$ cat config.mk
export PLATFORM = sky130hd
export DESIGN_NAME = swr_reset_responder
export DESIGN_NICKNAME = d
export VERILOG_FILES = /design/src/rtl/swr_pkg.sv /design/src/rtl/swr_sync.sv /design/src/rtl/swr_low_timer.sv /design/src/rtl/swr_presence_seq.sv /design/src/rtl/swr_reset_responder.sv
export SDC_FILE = /design/constraint.sdc
export NUM_CORES = 1
export LEC_CHECK = 0
export BUFFER_PORTS_ARGS = -buffer_cell sky130_fd_sc_hd__buf_2
export CORE_UTILIZATION = 25
export CTS_CLUSTER_SIZE = 30
export DETAILED_ROUTE_END_ITERATION = 10
export GPL_TIMING_DRIVEN = 0
export PLACE_DENSITY_LB_ADDON = 0.1
export SLEW_MARGIN = 0
export SYNTH_ARGS = -nofsm -noshare
export SYNTH_HDL_FRONTEND = slang
export SYNTH_SLANG_ARGS = --single-unit
export TNS_END_PERCENT = 50
$ cat constraint.sdc
create_clock -name clk_i -period 3.6 [get_ports clk_i]
set_clock_uncertainty 0.1 [all_clocks]
set_input_delay 0.54 -clock clk_i [delete_from_list [all_inputs] [get_ports clk_i]]
set_output_delay 0.54 -clock clk_i [all_outputs]
set_load 0.03 [all_outputs]
$ cat src/rtl/swr_pkg.sv
package swr_pkg;

  // Sequencer phases after a reset ends.
  typedef enum logic [1:0] {
    SWR_IDLE  = 2'd0,
    SWR_DELAY = 2'd1,
    SWR_DRIVE = 2'd2
  } swr_phase_e;

  function automatic int unsigned swr_max(input int unsigned a, input int unsigned b);
    return (a > b) ? a : b;
  endfunction

endpackage

$ cat src/rtl/swr_sync.sv
// Multi-stage resynchroniser for an asynchronous input; resets to IDLE_VAL.
module swr_sync #(
  parameter int unsigned STAGES   = 2,
  parameter logic        IDLE_VAL = 1'b1
) (
  input  logic clk_i,
  input  logic rst_ni,
  input  logic async_i,
  output logic sync_o
);

  logic [STAGES-1:0] chain_q;

  generate
    if (STAGES == 1) begin : g_single
      always_ff @(posedge clk_i or negedge rst_ni) begin
        if (!rst_ni) chain_q <= IDLE_VAL;
        else         chain_q <= async_i;
      end
    end else begin : g_multi
      always_ff @(posedge clk_i or negedge rst_ni) begin
        if (!rst_ni) chain_q <= {STAGES{IDLE_VAL}};
        else         chain_q <= {chain_q[STAGES-2:0], async_i};
      end
    end
  endgenerate

  assign sync_o = chain_q[STAGES-1];

endmodule

$ cat src/rtl/swr_low_timer.sv
// Measures consecutive low cycles of the resynchronised line and flags edges.
module swr_low_timer #(
  parameter int unsigned LIMIT = 24000,
  localparam int unsigned CW   = $clog2(LIMIT + 1)
) (
  input  logic clk_i,
  input  logic rst_ni,
  input  logic line_s_i,
  output logic long_low_o,
  output logic rise_o,
  output logic fall_o
);

  logic          line_q;
  logic [CW-1:0] low_cnt_q;
  logic          at_limit;

  assign at_limit = (low_cnt_q == CW'(LIMIT));

  always_ff @(posedge clk_i or negedge rst_ni) begin
    if (!rst_ni) begin
      line_q    <= 1'b1;
      low_cnt_q <= '0;
    end else begin
      line_q <= line_s_i;
      if (line_s_i)
        low_cnt_q <= '0;
      else if (!at_limit)
        low_cnt_q <= low_cnt_q + CW'(1);
    end
  end

  // The count still holds the finished low period in the first high cycle.
  assign long_low_o = at_limit;
  assign rise_o     = line_s_i & ~line_q;
  assign fall_o     = ~line_s_i & line_q;

endmodule

$ cat src/rtl/swr_presence_seq.sv
// Delay-then-drive sequencer started by the end of a valid reset.
module swr_presence_seq
  import swr_pkg::*;
#(
  parameter int unsigned WAIT_CYC = 1500,
  parameter int unsigned PRES_CYC = 6000,
  localparam int unsigned TW      = $clog2(swr_max(WAIT_CYC, PRES_CYC) + 1)
) (
  input  logic clk_i,
  input  logic rst_ni,
  input  logic rise_i,
  input  logic fall_i,
  input  logic long_low_i,
  output logic reset_seen_o,
  output logic pull_o
);

  swr_phase_e    phase_q, phase_d;
  logic [TW-1:0] tmr_q, tmr_d;
  logic          seen_d;
  logic          reset_end;

  assign reset_end = rise_i & long_low_i;

  always_comb begin
    phase_d = phase_q;
    tmr_d   = tmr_q;
    seen_d  = 1'b0;
    if (reset_end) begin
      // A finished reset restarts the sequence from any phase.
      seen_d  = 1'b1;
      phase_d = SWR_DELAY;
      tmr_d   = TW'(WAIT_CYC - 1);
    end else begin
      unique case (phase_q)
        SWR_IDLE: ;
        SWR_DELAY: begin
          if (fall_i) begin
            phase_d = SWR_IDLE;
            tmr_d   = '0;
          end else if (tmr_q == '0) begin
            phase_d = SWR_DRIVE;
            tmr_d   = TW'(PRES_CYC - 1);
          end else begin
            tmr_d = tmr_q - TW'(1);
          end
        end
        SWR_DRIVE: begin
          if (tmr_q == '0) phase_d = SWR_IDLE;
          else             tmr_d   = tmr_q - TW'(1);
        end
        default: begin
          phase_d = SWR_IDLE;
          tmr_d   = '0;
        end
      endcase
    end
  end

  always_ff @(posedge clk_i or negedge rst_ni) begin
    if (!rst_ni) begin
      phase_q      <= SWR_IDLE;
      tmr_q        <= '0;
      reset_seen_o <= 1'b0;
    end else begin
      phase_q      <= phase_d;
      tmr_q        <= tmr_d;
      reset_seen_o <= seen_d;
    end
  end

  assign pull_o = (phase_q == SWR_DRIVE);

endmodule

$ cat src/rtl/swr_reset_responder.sv
// Top: resynchroniser, low-time measurement and presence sequencer.
module swr_reset_responder #(
  parameter int unsigned SYNC_STAGES = 2,
  parameter int unsigned RST_LOW_CYC = 24000,
  parameter int unsigned WAIT_CYC    = 1500,
  parameter int unsigned PRES_CYC    = 6000
) (
  input  logic clk_i,
  input  logic rst_ni,
  input  logic line_i,
  output logic pull_low_o,
  output logic reset_seen_o
);

  logic line_sync;
  logic long_low;
  logic line_rise;
  logic line_fall;

  swr_sync #(
    .STAGES  (SYNC_STAGES),
    .IDLE_VAL(1'b1)
  ) i_sync (
    .clk_i  (clk_i),
    .rst_ni (rst_ni),
    .async_i(line_i),
    .sync_o (line_sync)
  );

  swr_low_timer #(
    .LIMIT(RST_LOW_CYC)
  ) i_low_timer (
    .clk_i     (clk_i),
    .rst_ni    (rst_ni),
    .line_s_i  (line_sync),
    .long_low_o(long_low),
    .rise_o    (line_rise),
    .fall_o    (line_fall)
  );

  swr_presence_seq #(
    .WAIT_CYC(WAIT_CYC),
    .PRES_CYC(PRES_CYC)
  ) i_seq (
    .clk_i       (clk_i),
    .rst_ni      (rst_ni),
    .rise_i      (line_rise),
    .fall_i      (line_fall),
    .long_low_i  (long_low),
    .reset_seen_o(reset_seen_o),
    .pull_o      (pull_low_o)
  );

endmodule

# Word-level counts from Yosys, hierarchy flattened
# Cells that the tools add are included.
# word_totals
ff_bits	34
out_inout_bits	2
wordCells	38
# classes
n_addsub	2
n_eq_ne	8
mux	13
n_bitwise	5
n_reduce_logical	4
# op_table
cell	n
two-way mux 13 bit	4
case mux 13 bit (3 select lines)	1
two-way mux 15 bit	2
adder 15 x 1 -> 15 bit, second input constant	1
== test 15 bit, second input constant	1
logical NOT 13 bit	1
subtractor 13 x 1 -> 13 bit, second input constant	1
two-way mux 2 bit	4
case mux 2 bit (3 select lines)	1
!= test 4 x 2 -> 1 bit, second input constant	1
AND 1 bit	3
!= test 3 x 1 -> 1 bit, second input constant	1
!= test 3 x 2 -> 1 bit, second input constant	1
AND reduction 3 bit	1
== test 2 x 1 -> 1 bit, second input constant	1
== test 2 bit, second input constant	1
logical NOT 2 bit	1
!= test 2 x 1 -> 1 bit, second input constant	1
!= test 2 bit, second input constant	1
inverter 1 bit	2
AND reduction 2 bit	1
two-way mux 1 bit	1

# Depth between registers and ports, before layout
# logic_depth
word_depth	5
ltp_mapped	8
mapped_depth_nobuf	8

# Modules after synthesis
# Synthesis repeated with hierarchy kept, for this count alone.
# hier_totals
cells_unflattened	206
hier_area_um2	1953.1
# modules_own_cells
module	instances	cells_each	area_per_inst_um2	seq_area_each_um2
swr_presence_seq	1	120	1084.8	400.4
swr_low_timer	1	84	815.8	401.6
swr_sync	1	2	52.6	52.6

# Least setup slack after synthesis
# Ideal clock, no wire load.
# synth_path
kind	flip-flop to flip-flop
from	register i_low_timer.low_cnt_q[0]
to	register i_seq.tmr_q[9]
setup_time_ns	0.122
arrival_time_ns	1.961
required_time_ns	3.378
slack_ns	1.418
stages_incl_launch_ff	9
n_path_buf	1
synth_period_minus_slack_ns	2.182
cell_sequence	dfrtp_1 > inv_1 > ha_1 > nor4bb_1 > nand4_1 > or3b_1 > buf_2 > and2_1 > a32o_1
# synth_via
elab_chain_cells	4
elab_cells_between_ends	6
# synth_rtl
element	line	source
start, declared	swr_low_timer.sv:15	logic [CW-1:0] low_cnt_q;
start signal, assigned	swr_low_timer.sv:29	low_cnt_q <= low_cnt_q + CW'(1);
== test 15 bit *	swr_low_timer.sv:18	assign at_limit = (low_cnt_q == CW'(LIMIT));
AND 1 bit *	swr_presence_seq.sv:23	assign reset_end = rise_i & long_low_i;
!= test 3 x 2 -> 1 bit (no line) / != test 2 x 1 -> 1 bit (equally long branches)	--	
AND reduction 2 bit (no line)	--	
end signal, assigned	swr_presence_seq.sv:67	tmr_q <= tmr_d;
end, declared	swr_presence_seq.sv:19	logic [TW-1:0] tmr_q, tmr_d;
# Mark *: on every way between the ends. The rest lies on a longest branch, timed or not.
# A chain may end at the register's enable or synchronous reset.

# Worst setup path in the final report
# layout_path
from	register i_seq.tmr_q[0]
to	register i_seq.tmr_q[9]
# layout_via
elab_chain_cells	5
elab_cells_between_ends	9
# layout_rtl
element	line	source
subtractor 13 x 1 -> 13 bit / logical NOT 13 bit (equally long branches)	--	
two-way mux 13 bit	swr_presence_seq.sv:41	end else if (tmr_q == '0) begin
two-way mux 13 bit	swr_presence_seq.sv:38	if (fall_i) begin
case mux 13 bit (3 select lines)	swr_presence_seq.sv:35	unique case (phase_q)
two-way mux 13 bit	swr_presence_seq.sv:29	if (reset_end) begin
# Several ways; a longest one is shown, not always the timed one. The select of a mux whose other input is x is not followed.

==> flow_summary.toml <==
[grt]
grt_usage_pct = 12.1
grt_max_degree = 35
grt_pass1_vias = 1501
gr-total-overflow = 0
antenna_found_initial = 0
grt_pass1_wl_mm = 7.70

[floorplanning]
die_w_um = 89.9
die_area_um2 = 8070
initial_core_util_pct = 26.2
die_height_um = 89.9
pin_count = 5
core_um2 = 7370
placementRows = 31

[worst_setup_path]
critPathArrivalTime_ns = 2.69
reg2reg_from = "i_seq.tmr_q[0]"
critical_path_class = "register to register"
reg2reg_depth = 7
critPathCaptureType = "register"
worstPathMaxFanout = 6
required_ns = 3.68
regToRegSetupSlack_ns = 0.99
crit_path_start_kind = "register"
startpoint = "i_seq.tmr_q[0]"
r2r-end = "i_seq.tmr_q[9]"
endpoint = "i_seq.tmr_q[9]"

[placement]
gp_congestion = 0.744
place_hpwl_mm = 3.16
portBuffers = 4
post_dp_cell_area_um2 = 2070

[clock_network]
cts.sinks = 34
cts_buffers = 5
ctsResizeCount = 0
cts_tree = "built"
post-cts-setup-buffers = 0
cts.hold.buffers_added = 0
cts_root_buffer = "clkbuf_8"
htreeDepth = 2
clk_path_buf_depth = 2
clk_pin_slew_worst_paths_ns = 0.08
insertion_delay_ns = 0.29

[sta]
worst_pin_slew_ns = 0.901
post-route-min-period_ns = 2.61
finalCritPeriodShare_pct = 72.5
fmax_mhz = 383
hold-worst-slack_ns = 0.224
setup_viol_count_final = 0
fin_setup_tns_ns = 0
hold_viol = 0
report.final.slew_viol_count = 0
rsz0062_at_grt = "no"
maxSlewHeadroom_pct = 39.1

[final_layout]
final_util_pct = 29.4
nFillCells = 782
diodes = 0
final_cell_area_um2 = 2170
drive_gt1_share_pct = 13.2
syn_to_final_growth_pct = 12.4
fin_nets = 221

[drt]
vias = 1518
drc_errors = 0
antenna_left = 0
wl_per_cell_um = 14.5
initialDrtViolationCount = 42
drt_pass1_iterations = 4
wl_mm = 4.52
viasPerCell = 4.88

[synth]
syn_inst = 200
synth_xor_area_share_pct = 5.45
synthAdderAreaFrac_pct = 4.54
synth_mux_area_share_pct = 0
yosys.area.top_type_share_pct = 40.2
synthTopCellsByCount = "dfrtp_1 (31), nor2_1 (20), o21ai_0 (12), nand2_1 (11), a21oi_1 (10)"
yosys_warnings = 0
synth_top_family_by_area = "simple AND/OR/NAND/NOR gates"
synth_cell_type_count = 49
synth_most_common_cell = "dfrtp_1"
yosysSeqAreaShare_pct = 44.3
synth-simple-area-share_pct = 25.0
yosysTopAreaCell = "dfrtp_1"
syn_avg_cell_area_um2 = 9.65
synthesis.nets = 210
ys.flop_type = "dfrtp_1"
async_flop_share_pct = 100
synth_area_leaders = "dfrtp_1 (40%), ha_1 (4.5%), dfstp_2 (4.1%)"
ys_seq_elements = 34
synth_compound_area_share_pct = 17.1
syn_area_um2 = 1930
synth_edf_count = 0

[worst_hold_path]
hp-class = "input port to asynchronous set/reset pin"

[flow_run]
cap_viol_max_count = 0

[status]
outcome = "completed"

[pwr]
leakagePower_nw = 0.945
p_total_uw = 723
pwr_density_cell_nw_per_um2 = 333
ir_worst_vdd_mv = 0.111
cell type report:
class | instances | area [um2] | share of cell area, %
clock buffer | 6 | 82.6 | 3.81
multi-input combinational | 149 | 1000 | 46.3
timing repair buffer | 4 | 20.0 | 0.923
buffer | 10 | 43.8 | 2.02
tap | 99 | 124 | 5.71
clock inverter | 2 | 12.5 | 0.577
inverter | 7 | 26.3 | 1.21
sequential | 34 | 855 | 39.4
power by group:
| group | switching (mW) | leakage (nW) | total (mW) | internal, mW |
|---|---|---|---|---|
| logic | 0.0162 | 0.435 | 0.0226 | 0.00643 |
| clock network | 0.155 | 0.0472 | 0.309 | 0.154 |
| registers | 0.00407 | 0.462 | 0.391 | 0.387 |
registers in the layout (all words and copies together) (netlist names):
signal,flops
i_seq.reset_seen_o,1
i_seq.phase_q,2
i_low_timer.line_q,1
i_sync.chain_q,2
i_seq.tmr_q,13
i_low_timer.low_cnt_q,15
worst max-delay path: stages, from the launching register on:
cell	delay, ns
dfrtp_1	0.39
inv_1	0.12
ha_1	0.19
nor4b_1	0.74
nand4_1	0.28
nor4b_1	0.25
and2_1	0.23
a32o_1	0.21
metal layers:
| metal | vias to the layer above | routed length [um] | GRT usage (%) |
|---|---|---|---|
| li1 | 758 | - | - |
| met1 | 732 | 2400 | 17.2 |
| met2 | 23 | 1940 | 17.9 |
| met3 | 5 | 143 | 2.88 |
| met4 | 0 | 44 | 4.03 |
| met5 | - | 0 | 0 |
cells by family after synthesis:
| logic type | Yosys count |
|---|---|
| adders and majority gates | 7 |
| xor gates and xnor gates | 12 |
| AOI/OAI and AO/OA | 48 |
| DFF | 34 |
| buffers and inverters | 17 |
| and+or+nand+nor | 82 |
cells in the final DEF (no fill, tap or decap), drive strengths merged, types with 2 or more instances in the layout:
master,count
buf,9
nor4,5
or3b,2
clkinv,2
and4,2
xnor2,3
ha,7
or3,2
clkbuf,11
nor4bb,2
nand2,11
inv,6
nor4b,2
o2bb2ai,2
nand3,6
a21oi,10
nand4,7
and3,4
a211o,3
xor2,9
dfstp,3
nand2b,3
and2,5
a31oi,3
o31ai,6
or2,2
o21ai,12
or4,2
dfrtp,31
nor3,5
o41ai,2
nor2,20
o311ai,2
a221oi,2
metrics by stage:
stage                     worst slack, ns  instances
final                               0.991        311
after global routing                0.679        311
after CTS                            1.02        311
after detailed placement             1.04        303
after global placement               1.06        303
after floorplan                      1.42        200
how the worst min path moves through the flow:
stage	from	endpoint	slack [ns]	depth (start not counted)
CTS	line_i	i_sync.chain_q[0]	0.23	1
global placement	i_sync.chain_q[0]	i_sync.chain_q[1]	0.25	0
detailed placement	i_sync.chain_q[0]	i_sync.chain_q[1]	0.25	0
floorplan	rst_ni	i_low_timer.low_cnt_q[0]	0.14	0
finish	rst_ni	i_seq.phase_q[1]	0.22	1
global route	line_i	i_sync.chain_q[0]	0.24	1
No activity file was read; power rests on OpenSTA's default activity.
